<file path="src/rtl/parity_err_counter.sv">
module parity_err_counter #(
  parameter int CNT_W = 32,
  parameter int ADDR_W = 12,
  parameter logic [ADDR_W-1:0] BASE_ADDR = 12'h210
) (
  input  logic              clk,
  input  logic              rst_n,
  input  logic              frame_stb,
  input  logic [7:0]        err_mask,
  input  logic              per_bit_mode,
  input  logic              rd_en,
  input  logic [ADDR_W-1:0] rd_addr,
  output logic [7:0]        rd_data
);

  localparam logic [CNT_W-1:0] CNT_MAX = '1;

  logic [CNT_W-1:0] cnt, snap, cnt_nxt;
  logic [3:0]       pop;
  logic [7:0]       rd_byte;
  logic [31:0]      keep_mask;

  always_comb begin
    pop = '0;
    for (int i = 0; i < 8; i++) pop = pop + 4'(err_mask[i]);
  end

  wire [3:0]        step    = !frame_stb ? 4'd0 : per_bit_mode ? pop : {3'b0, |err_mask};
  wire [ADDR_W-1:0] off     = rd_addr - BASE_ADDR;
  wire              hit     = rd_en && (off < ADDR_W'(4));
  wire              snap_rd = hit && (off[1:0] == 2'd0);
  wire [CNT_W:0]    sum     = {1'b0, snap_rd ? '0 : cnt} + (CNT_W+1)'(step);
  wire [31:0]       cnt32   = 32'(cnt);
  wire [31:0]       snap32  = 32'(snap);

  assign cnt_nxt = sum[CNT_W] ? CNT_MAX : sum[CNT_W-1:0];

  always_comb begin
    case (off[1:0])
      2'd0:    begin rd_byte = cnt32[31:24];  keep_mask = 32'hFFFF_FFFF; end
      2'd1:    begin rd_byte = snap32[23:16]; keep_mask = 32'hFF00_FFFF; end
      2'd2:    begin rd_byte = snap32[15:8];  keep_mask = 32'hFFFF_00FF; end
      default: begin rd_byte = snap32[7:0];   keep_mask = 32'hFFFF_FF00; end
    endcase
  end

  always_ff @(posedge clk or negedge rst_n) begin
    if (!rst_n) begin
      cnt     <= '0;
      snap    <= '0;
      rd_data <= '0;
    end else begin
      cnt <= cnt_nxt;
      if (rd_en) rd_data <= hit ? rd_byte : 8'h00;
      if (snap_rd)  snap <= cnt;
      else if (hit) snap <= CNT_W'(snap32 & keep_mask);
    end
  end


  no_wrap_chk: assert property (@(posedge clk) disable iff (!rst_n)
    !snap_rd |=> cnt >= $past(cnt));


  step_bound_chk: assert property (@(posedge clk) disable iff (!rst_n)
    !snap_rd |=> (cnt - $past(cnt)) <= CNT_W'(8));


  frame_step_chk: assert property (@(posedge clk) disable iff (!rst_n)
    (!snap_rd && !per_bit_mode) |=> (cnt - $past(cnt)) <= CNT_W'(1));


  idle_hold_chk: assert property (@(posedge clk) disable iff (!rst_n)
    (!snap_rd && (!frame_stb || err_mask == 8'h00)) |=> $stable(cnt));


  clear_on_read_chk: assert property (@(posedge clk) disable iff (!rst_n)
    (snap_rd && !frame_stb) |=> cnt == '0);


  unmapped_zero_chk: assert property (@(posedge clk) disable iff (!rst_n)
    (rd_en && !hit) |=> rd_data == 8'h00);

endmodule

</file>
<file path="config.mk">
export PLATFORM = sky130hd
export DESIGN_NAME = parity_err_counter
export DESIGN_NICKNAME = d
export VERILOG_FILES = /design/src/rtl/parity_err_counter.sv
export SDC_FILE = /design/constraint.sdc
export NUM_CORES = 1
export LEC_CHECK = 0
export BUFFER_PORTS_ARGS = -buffer_cell sky130_fd_sc_hd__buf_2
export CORE_MARGIN = 5
export CORE_UTILIZATION = 54
export DETAILED_ROUTE_END_ITERATION = 12
export PLACE_DENSITY = 0.79
export SYNTH_ARGS = -nofsm -noshare
export SYNTH_HDL_FRONTEND = slang
export SYNTH_SLANG_ARGS = --single-unit
export TNS_END_PERCENT = 30
</file>
<file path="constraint.sdc">
create_clock -name clk -period 2.4 [get_ports clk]
set_clock_uncertainty 0.15 [all_clocks]
set_input_delay 0.36 -clock clk [delete_from_list [all_inputs] [get_ports clk]]
set_output_delay 0.36 -clock clk [all_outputs]
set_load 0.02 [all_outputs]
</file>
# ---- Word-level counts from Yosys, hierarchy flattened
# Cells that the tools add are included.
dict set report totals {
  regBits 72
  inputBits 25
  output_inout_bits 8
  elab_cells 30
}
dict set report op_classes {
  n_addsub 9
  n_lt_le_gt_ge 1
  eq_ne 2
  muxes 9
  bitwise 1
  n_reduce_logical 5
}
# op count
set ops {}
lappend ops {{$mux 32} 4}
lappend ops {{$pmux 24 s3} 1}
lappend ops {{$add 32x4->33} 1}
lappend ops {{$and 32x32->32} 1}
lappend ops {{$pmux 8 s3} 1}
lappend ops {{$add 4x1->4} 4}
lappend ops {{$lt 12x3->1 const B} 1}
lappend ops {{$sub 12x10->12 const B} 1}
lappend ops {{$mux 4} 2}
lappend ops {{$mux 8} 1}
lappend ops {{$reduce_or 8->1} 1}
lappend ops {{$add 3x1->4} 1}
lappend ops {{$add 2x1->3} 1}
lappend ops {{$add 1x1->2} 1}
lappend ops {{$eq 2x1->1 const B} 1}
lappend ops {{$eq 2x2->1 const B} 1}
lappend ops {{$logic_and 1x1->1} 2}
lappend ops {{$logic_not 2->1} 1}
lappend ops {{$reduce_bool 2->1} 1}

# ---- Logic depth before layout (Yosys ltp)
# Gate-level depths: netlist of the first run.
dict set report logic_depth {
  depth_word 11
  mapped_depth 17
  ltp_nobuf 16
}

# ---- Least setup slack after synthesis of the first run
# No wires, ideal clock.
dict set report synth_path {
  kind {input port to flip-flop}
  startpoint {input port err_mask[0]}
  endpoint {register cnt[27]}
  setup_time_ns 0.137
  arrival_time_ns 4.286
  required_time_ns 2.113
  setup_slack_ns -2.173
  cell_stages 16
  path_buffers 0
  cell_sequence {inv_1 fa_1 fa_1 fa_1 inv_1 ha_1 fa_1 xor2_1 and3_1 ha_1 o21ai_0 o21bai_1 nand3_1 nor4_1 xnor2_1 o21ai_2}
}
dict set report synth_between {
  elab_chain_cells 11
  elab_cells_between_ends 12
  classes_between {add/sub: 8; mux: 3; reduce/logical: 1}
}
# element line_no
set synth_lines {}
lappend synth_lines {{start, declared} 9} ;# input logic [7:0] err_mask,
lappend synth_lines {{$add 1x1->2} 25} ;# for (int i = 0; i < 8; i++) pop = pop + 4'(err_mask[i]);
lappend synth_lines {{$add 2x1->3} 25}
lappend synth_lines {{$add 3x1->4} 25}
lappend synth_lines {{$add 4x1->4 (4 in series)} 25}
lappend synth_lines {{$mux 4 * (2 in series)} 28} ;# wire [3:0] step = !frame_stb ? 4'd0 : per_bit_mode ? pop : {3'b0, |err_mask};
lappend synth_lines {{$add 32x4->33 *} 32} ;# wire [CNT_W:0] sum = {1'b0, snap_rd ? '0 : cnt} + (CNT_W+1)'(step);
lappend synth_lines {{$mux 32 *} 36} ;# assign cnt_nxt = sum[CNT_W] ? CNT_MAX : sum[CNT_W-1:0];
lappend synth_lines {{named net cnt_nxt[27]} 18} ;# logic [CNT_W-1:0] cnt, snap, cnt_nxt;
lappend synth_lines {{end signal, assigned} 53} ;# cnt <= cnt_nxt;
lappend synth_lines {{end, declared} 18}
# The timed path passes the listed nets; every way through them passes the cells marked *.
# A chain may end at the register's enable or synchronous reset.

# ---- Worst setup path after layout of the first run
dict set report layout_path {
  startpoint {input port err_mask[3]}
  endpoint {register cnt[26]}
}
dict set report layout_between {
  elab_chain_cells 9
  elab_cells_between_ends 10
  classes_between {add/sub: 6; mux: 3; reduce/logical: 1}
}
# element line_no
set layout_lines {}
lappend layout_lines {{$add 3x1->4} 25}
lappend layout_lines {{$add 4x1->4 (4 in series)} 25}
lappend layout_lines {{$mux 4 * (2 in series)} 28}
lappend layout_lines {{$add 32x4->33 *} 32}
lappend layout_lines {{$mux 32 *} 36}
lappend layout_lines {{named net cnt_nxt[26]} 18}
# Marks and branches as above.

==> metrics.md, run 1 <==
| Metric | Value |
|---|---|
| Status | `complete, but fails checks` |
| Failing checks | `setup timing` |
| Primary FF master, synth | `dfrtp_1` |
| Sequential element share of the synthesized area | `0.439` |
| Initial Util | `0.546` |
| Synth Cell Area | `0.00365 sq mm` |
| Layout cells sized above 1 | `0.318` |
| Post-synth top cells | `dfrtp_1 (64), nand2_1 (58), o21ai_0 (46), inv_1 (24), nor2_1 (18)` |
| Number of synthesized flops with an enable pin | `0` |
| Crit share post-route | `1.67` |
| Top-count cell post-synth | `dfrtp_1` |
| Clock tree buffer depth | `2` |
| Mapped Cells | `379` |
| Design Area, Final | `0.00463 sq mm` |
| Initial DRC Count | `233` |
| Slew Viols, Final | `0` |
| Ys Warns | `0` |
| DR vias/cell | `5.74` |
| Power per cell area | `689 mW/mm^2` |
| Sink Count | `64` |
| Setup TNS | `-49.15 ns` |
| Core area | `0.00668 sq mm` |
| CTS root buffer | `clkbuf_8` |
| Residual DRC | `0` |
| Pleak | `2.11 nW` |
| DP Area | `0.00423 sq mm` |
| CTS tree | `done` |
| Min-delay worst type | `in -> reg` |
| Routed Antenna Nets | `0` |
| Peak supply drop | `0.339 mV` |
| WHS Endpoint | `rd_data[1]$_DFFE_PN0P_` |
| WL final | `9.12 mm` |
| Total grt overflow | `0` |
| Die area | `0.00850 sq mm` |
| Share of the synthesized area in the top cell type | `0.439` |
| Total number of vias | `3077` |
| Initial antenna violation count | `0` |
| Min-delay src | `rd_en` |
| CP Class | `in -> reg` |
| Unrepaired setup endpoints after global routing | `true` |
| Leading area contributor after synthesis | `dfrtp_1` |
| Dpl hpwl | `6.44 mm` |
| Area growth syn-to-layout | `27.1%` |
| Worst slew pin tran | `0.647 ns` |
| Final Setup Violations | `32` |
| # diodes | `0` |
| Tot GR Track Use | `0.228` |
| Endpoints failing hold | `0` |
| Die Span X | `92.2 um` |
| Largest net degree at the start of global routing | `38` |
| Die height | `92.2 um` |
| R2R cell count | `9` |
| Final worst setup slack | `-1.62 ns` |
| H-Tree Depth | `3` |
| GP Congestion | `0.888` |
| Critical Path Fanout Max | `6` |
| Reg2reg end | `cnt[26]$_DFF_PN0_` |
| Clk_lat worst skew | `0.35 ns` |
| Synth Register Bits | `64` |
| Origin of the critical flop-to-flop path | `cnt[3]$_DFF_PN0_` |
| Syn Nets | `417` |
| Flop2flop setup slack | `0.14 ns` |
| First-pass GRT wire length | `15.1 mm` |
| Hold Path Stages | `3` |
| Final net count | `489` |
| Synth async-reset ratio | `1.00` |
| Required @ worst endpoint | `2.49 ns` |
| Critical Path Sink Type | `flop` |
| Critical Path Start Type | `input pin` |
| CP arrival | `4.11 ns` |
| PortBufs | `32` |
| Clock-pin transition on the worst setup and hold timing paths | `0.08 ns` |
| Top Ports | `33` |
| Num CTS Buffers | `9` |
| Syn_area_per_cell | `9.62 sq um` |
| Vias in the first global route | `3145` |
| Clock period minus worst slack | `4.02 ns` |
| Fmax | `0.249 GHz` |
| DR WL/cell | `17.0 um` |
| Rel. slew slack | `0.566` |
| Synth area leaders | `dfrtp_1 (44%), o21ai_0 (6.3%), nand2_1 (6.0%)` |
| Max cap viols | `0` |
| Unique masters post-synth | `42` |
| DR pass1 iterations | `5` |
| # rows | `30` |
-- where the power goes --
group	leakage, nW	internal [mW]	switching (mW)
Combinational	1.14	0.440	0.436
Sequential	0.854	1.18	0.0703
Clock	0.109	0.616	0.451
Total	2.11	2.23	0.958
-- worst max-delay path, stage by stage --
cell     delay (ns)
buf_8          0.09
inv_8          0.03
fa_1           0.55
fa_1           0.43
fa_1           0.51
inv_2          0.05
ha_4           0.15
fa_2           0.33
xor2_1         0.14
and3_1         0.18
ha_4           0.29
nand3_2        0.08
and2_4         0.16
nor4b_4        0.26
buf_6          0.17
nand4_1        0.09
xor2_1         0.18
o21ai_2        0.06
-- cell type report --
type                    count  area, sq um
well taps                  80          100
flip-flops and latches     64         1600
repair buffers             78          557
multi-input cells         274         2050
fillers                   496         2050
clock buffers              10          138
clock inverters             6         92.6
inverters                  24         97.6
-- cell families after synthesis --
kind of cell	count (synthesis)	synth area share
AOI/OAI and AO/OA	74	0.118
xor gates and xnor gates	27	0.0649
adders and majority gates	13	0.0549
buffers and inverters	41	0.0484
DFF	64	0.439
muxes	11	0.0577
and+or+nand+nor	149	0.217
-- metrics by stage --
step	utilization	hold slack [ns]	setup WS, ns	power (mW)	cells
after floorplan	-	-0.0856	-1.78	1.72	379
after global placement	0.634	0.264	-2.03	1.96	513
after detailed placement	0.634	0.279	-2.09	2.00	513
after CTS	0.685	0.201	-1.57	3.14	534
after global routing	0.693	0.212	-1.76	3.34	536
final	0.693	0.198	-1.62	3.19	536
-- cells in the final DEF (no fill, tap or decap), types with 3 or more instances in the layout --
master / instances
dfrtp_1: 64
nand2_1: 57
o21ai_0: 43
buf_4: 38
buf_2: 31
inv_1: 21
nor2_1: 18
xor2_1: 16
nand2b_1: 13
nand3_1: 10
o21ai_2: 10
xnor2_1: 10
clkbuf_8: 10
nand4_1: 8
mux4_2: 8
a21oi_1: 7
and3_1: 6
buf_6: 5
and2_1: 4
and4_1: 4
o21ai_1: 4
ha_1: 4
nor4b_1: 3
nand3_2: 3
mux2i_1: 3
nand2_2: 3
a22o_1: 3
fa_1: 3
ha_4: 3
-- registers in the layout (all words and copies together), names as in the netlist --
register / count
cnt: 32
snap: 24
rd_data: 8
-- per-layer routing --
layer	up-vias	track usage	routed length [um]
met5	-	0	0
met4	0	0.0780	156
met3	14	0.0525	520
met2	100	0.399	4640
met1	1512	0.277	3810
li1	1451	-	-
-- timing repair --
item / in CTS / in global routing
hold buffers: 1 / 0
pin swaps: 14 / 4
setup buffers: 4 / 2
endpoints found under the hold margin: 27 / 0
resized for setup: 15 / 10
endpoints found under the setup margin: 32 / 32
-- how the worst max path moves through the flow --
stage | cells after the start | to | slack, ns | start
final | 18 | cnt[26]$_DFF_PN0_ | -1.62 | err_mask[3]
after global routing | 18 | cnt[30]$_DFF_PN0_ | -1.76 | err_mask[3]
after CTS | 18 | cnt[26]$_DFF_PN0_ | -1.57 | err_mask[3]
after detailed placement | 17 | cnt[26]$_DFF_PN0_ | -2.09 | err_mask[3]
after global placement | 17 | cnt[26]$_DFF_PN0_ | -2.03 | err_mask[3]
after floorplan | 16 | cnt[26]$_DFF_PN0_ | -1.78 | err_mask[3]
No activity file was read; power rests on OpenSTA's default activity.
==> inputs of run 2 (changes only) <==
RECOVER_POWER = 100   (was not set)
==> metrics.md, run 2 (synthesized netlist as in run 1, its figures left out) <==
| Metric | Value |
|---|---|
| CTS root buffer | `clkbuf_8` |
| Worst slew pin tran | `0.822 ns` |
| Setup TNS | `-49.17 ns` |
| Dpl hpwl | `6.44 mm` |
| Critical Path Start Type | `input pin` |
| Pleak | `2.04 nW` |
| Setup WS pre-CTS | `-2.09 ns` |
| Die height | `92.2 um` |
| CP max stage cell | `fa_1` |
| Fmax | `0.249 GHz` |
| Final Setup Violations | `32` |
| Peak supply drop | `0.338 mV` |
| Routed Antenna Nets | `0` |
| Max reg flops | `32` |
| Max cap viols | `0` |
| Die Span X | `92.2 um` |
| Area growth syn-to-layout | `25.7%` |
| Tot GR Track Use | `0.228` |
| Crit-path most repeated cell | `fa_1` |
| H-Tree Depth | `3` |
| Slew Viols, Final | `0` |
| Total of fill cells in the finished design | `511` |
| Die area | `0.00850 sq mm` |
| DR vias/cell | `5.69` |
| Biggest register | `cnt` |
| CP bufs+invs | `4` |
| Commonest non-fill, non-tap cell in the layout | `dfrtp_1` |
| Max incr delay on CP | `0.55 ns` |
| Required @ worst endpoint | `2.49 ns` |
| Total number of vias | `3052` |
| Final net count | `489` |
| Layout cells sized above 1 | `0.294` |
| Total design power | `3.18 mW` |
| Total grt overflow | `0` |
| CTS tree | `done` |
| # diodes | `0` |
| Largest delay contributor family on the critical path | `adder cells` |
| Clock-pin transition on the worst setup and hold timing paths | `0.07 ns` |
| Final worst setup slack | `-1.61 ns` |
| Flop2flop setup slack | `0.14 ns` |
| PortBufs | `32` |
| Most frequent cells in the layout | `dfrtp_1 (64), nand2_1 (57), o21ai_0 (44)` |
| Critical Path Fanout Max | `6` |
| Clk_lat worst skew | `0.35 ns` |
| Initial Util | `0.546` |
| Rel. slew slack | `0.452` |
| CP Class | `in -> reg` |
| First-pass GRT wire length | `15.1 mm` |
| Post-Layout Cell Count | `536` |
| Largest net degree at the start of global routing | `38` |
| Initial DRC Count | `233` |
| Inst Count DP | `513` |
| Clock period minus worst slack | `4.01 ns` |
| DR pass1 iterations | `5` |
| Multi-input logic area | `0.00204 sq mm` |
| Initial antenna violation count | `0` |
| DR WL/cell | `17.1 um` |
| Design Area, Final | `0.00458 sq mm` |
| Sink Count | `64` |
| Vias in the first global route | `3145` |
| Crit share post-route | `1.67` |
| CP arrival | `4.10 ns` |
| Critical Path Sink Type | `flop` |
| Endpoints failing hold | `0` |
| Unrepaired setup endpoints after global routing | `true` |
| WL final | `9.14 mm` |
| Residual DRC | `0` |
| Power per cell area | `695 mW/mm^2` |
| Num CTS Buffers | `9` |
| Core area | `0.00668 sq mm` |
| Failing checks | `setup timing` |
| Largest regs | `cnt: 32 flops, snap: 24 flops, rd_data: 8 flops` |
| DP Area | `0.00423 sq mm` |
| Crit-path cells | `buf_8, inv_8, fa_1, fa_1, fa_1, inv_2, ha_4, fa_2, xor2_1, and3_1, ha_4, nand3_2, and2_4, nor4b_4, buf_6, nand4_1, xor2_1, o21ai_2` |
| Top Ports | `33` |
| Status | `complete, but fails checks` |
| Hold WS | `0.304 ns` |
| GP Congestion | `0.888` |
| # rows | `30` |
| Clock tree buffer depth | `2` |
| FF/Latch Area | `0.00160 sq mm` |
| Min-delay worst type | `in -> reg` |
| Finished Core Util | `0.686` |
## run 2: cell types whose count changed in the layout (fill, tap and decap cells not counted), sizes merged
cell	previous run	this run
buf	77	63
clkbuf	10	24
## run 2: report_power, final
group          leakage (nW)  switching (mW)  internal (mW)
clock                 0.109           0.450          0.616
combinational          1.08           0.436          0.436
sequential            0.854          0.0697           1.18
total                  2.04           0.955           2.23
## run 2: worst paths after layout
kind	startpoint	endpoint	cells past startpoint
hold reg to reg	snap[16]$_DFFE_PN0P_	snap[16]$_DFFE_PN0P_	2
setup / recovery	err_mask[3]	cnt[26]$_DFF_PN0_	18
hold / removal	rd_addr[1]	snap[14]$_DFFE_PN0P_	3
min in group asynchronous	rst_n	snap[2]$_DFFE_PN0P_	2
setup reg to reg	cnt[3]$_DFF_PN0_	cnt[26]$_DFF_PN0_	9
max in group asynchronous	rst_n	cnt[18]$_DFF_PN0_	3
## run 2: routing by layer
| metal | up-vias | wire length [um] | track usage |
|---|---|---|---|
| met1 | 1491 | 3870 | 0.277 |
| met2 | 97 | 4620 | 0.399 |
| li1 | 1449 | - | - |
| met5 | - | 0 | 0 |
| met3 | 15 | 484 | 0.0525 |
| met4 | 0 | 156 | 0.0780 |
## run 2: repair_timing
item / 4_1_cts / 5_1_grt
setup buffers: 4 / 2
resized for setup: 15 / 10
hold endpoints to repair: 27 / 0
setup endpoints to repair: 32 / 32
pin swaps: 14 / 4
hold buffers: 1 / 0
## run 2: tightest hold or removal path: stages
cell	delay, ns
buf_2	0.09
buf_4	0.21
o31ai_1	0.11
## run 2: layout make-up
type / count / share of cell area
Inverter: 24 / 0.0213
Clock buffer: 10 / 0.0300
Multi-Input combinational cell: 274 / 0.444
Timing Repair Buffer: 78 / 0.113
Clock inverter: 6 / 0.0202
Tap cell: 80 / 0.0218
Sequential cell: 64 / 0.350
==> inputs of run 3 (changes only) <==
CORE_UTILIZATION = 60   (was 54)
PLACE_DENSITY = 0.83   (was 0.79)
clock period = 4.29 ns   (was 2.4 ns; I/O delays follow)
==> metrics.md, run 3 (synthesized netlist as in run 1, its figures left out) <==
| Metric | Value |
|---|---|
| CP arrival | `4.64 ns` |
| Num CTS Buffers | `9` |
| Final Setup Violations | `31` |
| Final net count | `472` |
| Routed Antenna Nets | `0` |
| FF/Latch Area | `0.00160 sq mm` |
| Total design power | `1.77 mW` |
| Crit-path cells | `buf_6, inv_2, fa_1, fa_1, fa_1, inv_2, ha_4, fa_2, xor2_2, and3_4, ha_4, nand3_4, buf_4, nand2_2, nand2_2, or4_4, xor2_2, o21ai_1` |
| Fmax | `0.221 GHz` |
| Die height | `88.0 um` |
| CP bufs+invs | `4` |
| Biggest register | `cnt` |
| Total of fill cells in the finished design | `391` |
| DP Area | `0.00407 sq mm` |
| Finished Core Util | `0.769` |
| Rel. slew slack | `-0.509` |
| Inst Count DP | `487` |
| Critical Path Sink Type | `flop` |
| Required @ worst endpoint | `4.41 ns` |
| CTS tree | `done` |
| CP Class | `in -> reg` |
| Min-delay worst type | `reg -> reg` |
| Dpl hpwl | `6.12 mm` |
| Pleak | `2.01 nW` |
| Failing checks | `capacitance limit, slew limit, setup timing` |
| Initial antenna violation count | `0` |
| Initial Util | `0.616` |
| Max cap viols | `2` |
| Max reg flops | `32` |
| Total grt overflow | `0` |
| Clock-pin transition on the worst setup and hold timing paths | `0.07 ns` |
| Die area | `0.00774 sq mm` |
| WL met3 | `762 um` |
| DR vias/cell | `6.15` |
| Unrepaired setup endpoints after global routing | `true` |
| # diodes | `0` |
| Max incr delay on CP | `0.56 ns` |
| GP Congestion | `0.835` |
| Setup WS pre-CTS | `-0.550 ns` |
| Total number of vias | `3160` |
| # rows | `28` |
| Peak supply drop | `0.277 mV` |
| Most frequent cells in the layout | `dfrtp_1 (64), nand2_1 (56), o21ai_0 (43)` |
| Final worst setup slack | `-0.237 ns` |
| Worst slew pin tran | `2.26 ns` |
| Internal | `1.24 mW` |
| Tot GR Track Use | `0.261` |
| Design Area, Final | `0.00456 sq mm` |
| Core area | `0.00592 sq mm` |
| DR WL/cell | `19.4 um` |
| Hold buffers post-CTS | `0` |
| Top Ports | `33` |
| PortBufs | `32` |
| Commonest non-fill, non-tap cell in the layout | `dfrtp_1` |
| Crit-path most repeated cell | `fa_1` |
| Post-Layout Cell Count | `514` |
| First-pass GRT wire length | `15.1 mm` |
| Status | `complete, but fails checks` |
| Clk_lat worst skew | `0.36 ns` |
| Logic pwr share | `0.264` |
| Largest regs | `cnt: 32 flops, snap: 24 flops, rd_data: 8 flops` |
| Area growth syn-to-layout | `24.9%` |
| Initial DRC Count | `337` |
| Critical Path Fanout Max | `3` |
| Endpoints failing hold | `0` |
| Critical Path Start Type | `input pin` |
| CP max stage cell | `fa_1` |
| Sink Count | `64` |
| Top Layer Used | `met4` |
| Crit share post-route | `1.06` |
| Residual DRC | `0` |
| Slew Viols, Final | `61` |
| Clock period minus worst slack | `4.53 ns` |
| Met1 WL | `3.80 mm` |
| Die Span X | `88.0 um` |
| Sequential share of power | `0.406` |
| WL final | `9.99 mm` |
| H-Tree Depth | `3` |
| Metal2 WL | `5.14 mm` |
| Hold WS | `0.331 ns` |
| Largest net degree at the start of global routing | `43` |
| Net Sw Power | `0.537 mW` |
| Clock tree buffer depth | `2` |
| Multi-input logic area | `0.00208 sq mm` |
| Power per cell area | `389 mW/mm^2` |
| Vias in the first global route | `3094` |
| Largest delay contributor family on the critical path | `adder cells` |
| Setup TNS | `-4.86 ns` |
| Switching share of power | `0.303` |
| Layout cells sized above 1 | `0.276` |
| Clock power share | `0.330` |
| DR pass1 iterations | `8` |
| CTS root buffer | `clkbuf_8` |
run 3: cell count changes in the layout (fill, tap and decap cells not counted), sizes merged:
cell         previous run  this run
clkinv                  2         1
clkbuf                 24        22
dlygate4sd3             1         0
buf                    63        50
run 3: area by class of cell:
type,instances,share of cell area
multi-input combinational,274,0.456
sequential,64,0.352
timing repair buffer,61,0.102
clock buffer,11,0.0310
inverter,24,0.0214
tap,75,0.0206
clock inverter,5,0.0176
run 3: worst paths after layout:
kind	startpoint	end	slack (ns)	cells after the start
worst min-delay path	snap[14]$_DFFE_PN0P_	snap[14]$_DFFE_PN0P_	0.33	2
min in group asynchronous	rst_n	rd_data[3]$_DFFE_PN0P_	0.81	1
worst min register to register	snap[14]$_DFFE_PN0P_	snap[14]$_DFFE_PN0P_	0.33	2
max in group asynchronous	rst_n	cnt[22]$_DFF_PN0_	1.16	2
worst max-delay path	err_mask[1]	cnt[18]$_DFF_PN0_	-0.24	18
worst max register to register	cnt[16]$_DFF_PN0_	cnt[18]$_DFF_PN0_	1.83	8
run 3: worst register-to-register path, cell delays in order (launching register included):
cell and delay [ns]:
dfrtp_1 0.49, nand4_1 0.18, or4_4 0.63, nor4b_4 0.30, buf_4 0.16, buf_6 0.10, nand2_8 0.08, buf_16 0.17
o21ai_1 0.10
run 3: power groups by stage:
stage          logic [mW]  clock network, mW  registers, mW
3_3_place_gp        0.353                  0          0.720
6_report            0.469              0.585          0.720
2_1_floorplan       0.261                  0          0.703
5_1_grt             0.507              0.617          0.725
4_1_cts             0.401              0.589          0.713
3_5_place_dp        0.372                  0          0.724
run 3: what timing repair did:
item	in CTS	in global routing
endpoints found under the setup margin	32	32
gates cloned	2	1
gates resized for setup	16	18
pin swaps	7	14
buffers inserted	3	5
run 3: metal layers:
layer	GRT usage	up-vias
li1	-	1420
met1	0.338	1550
met4	0.0851	0
met3	0.0724	26
met2	0.426	164
met5	0	-
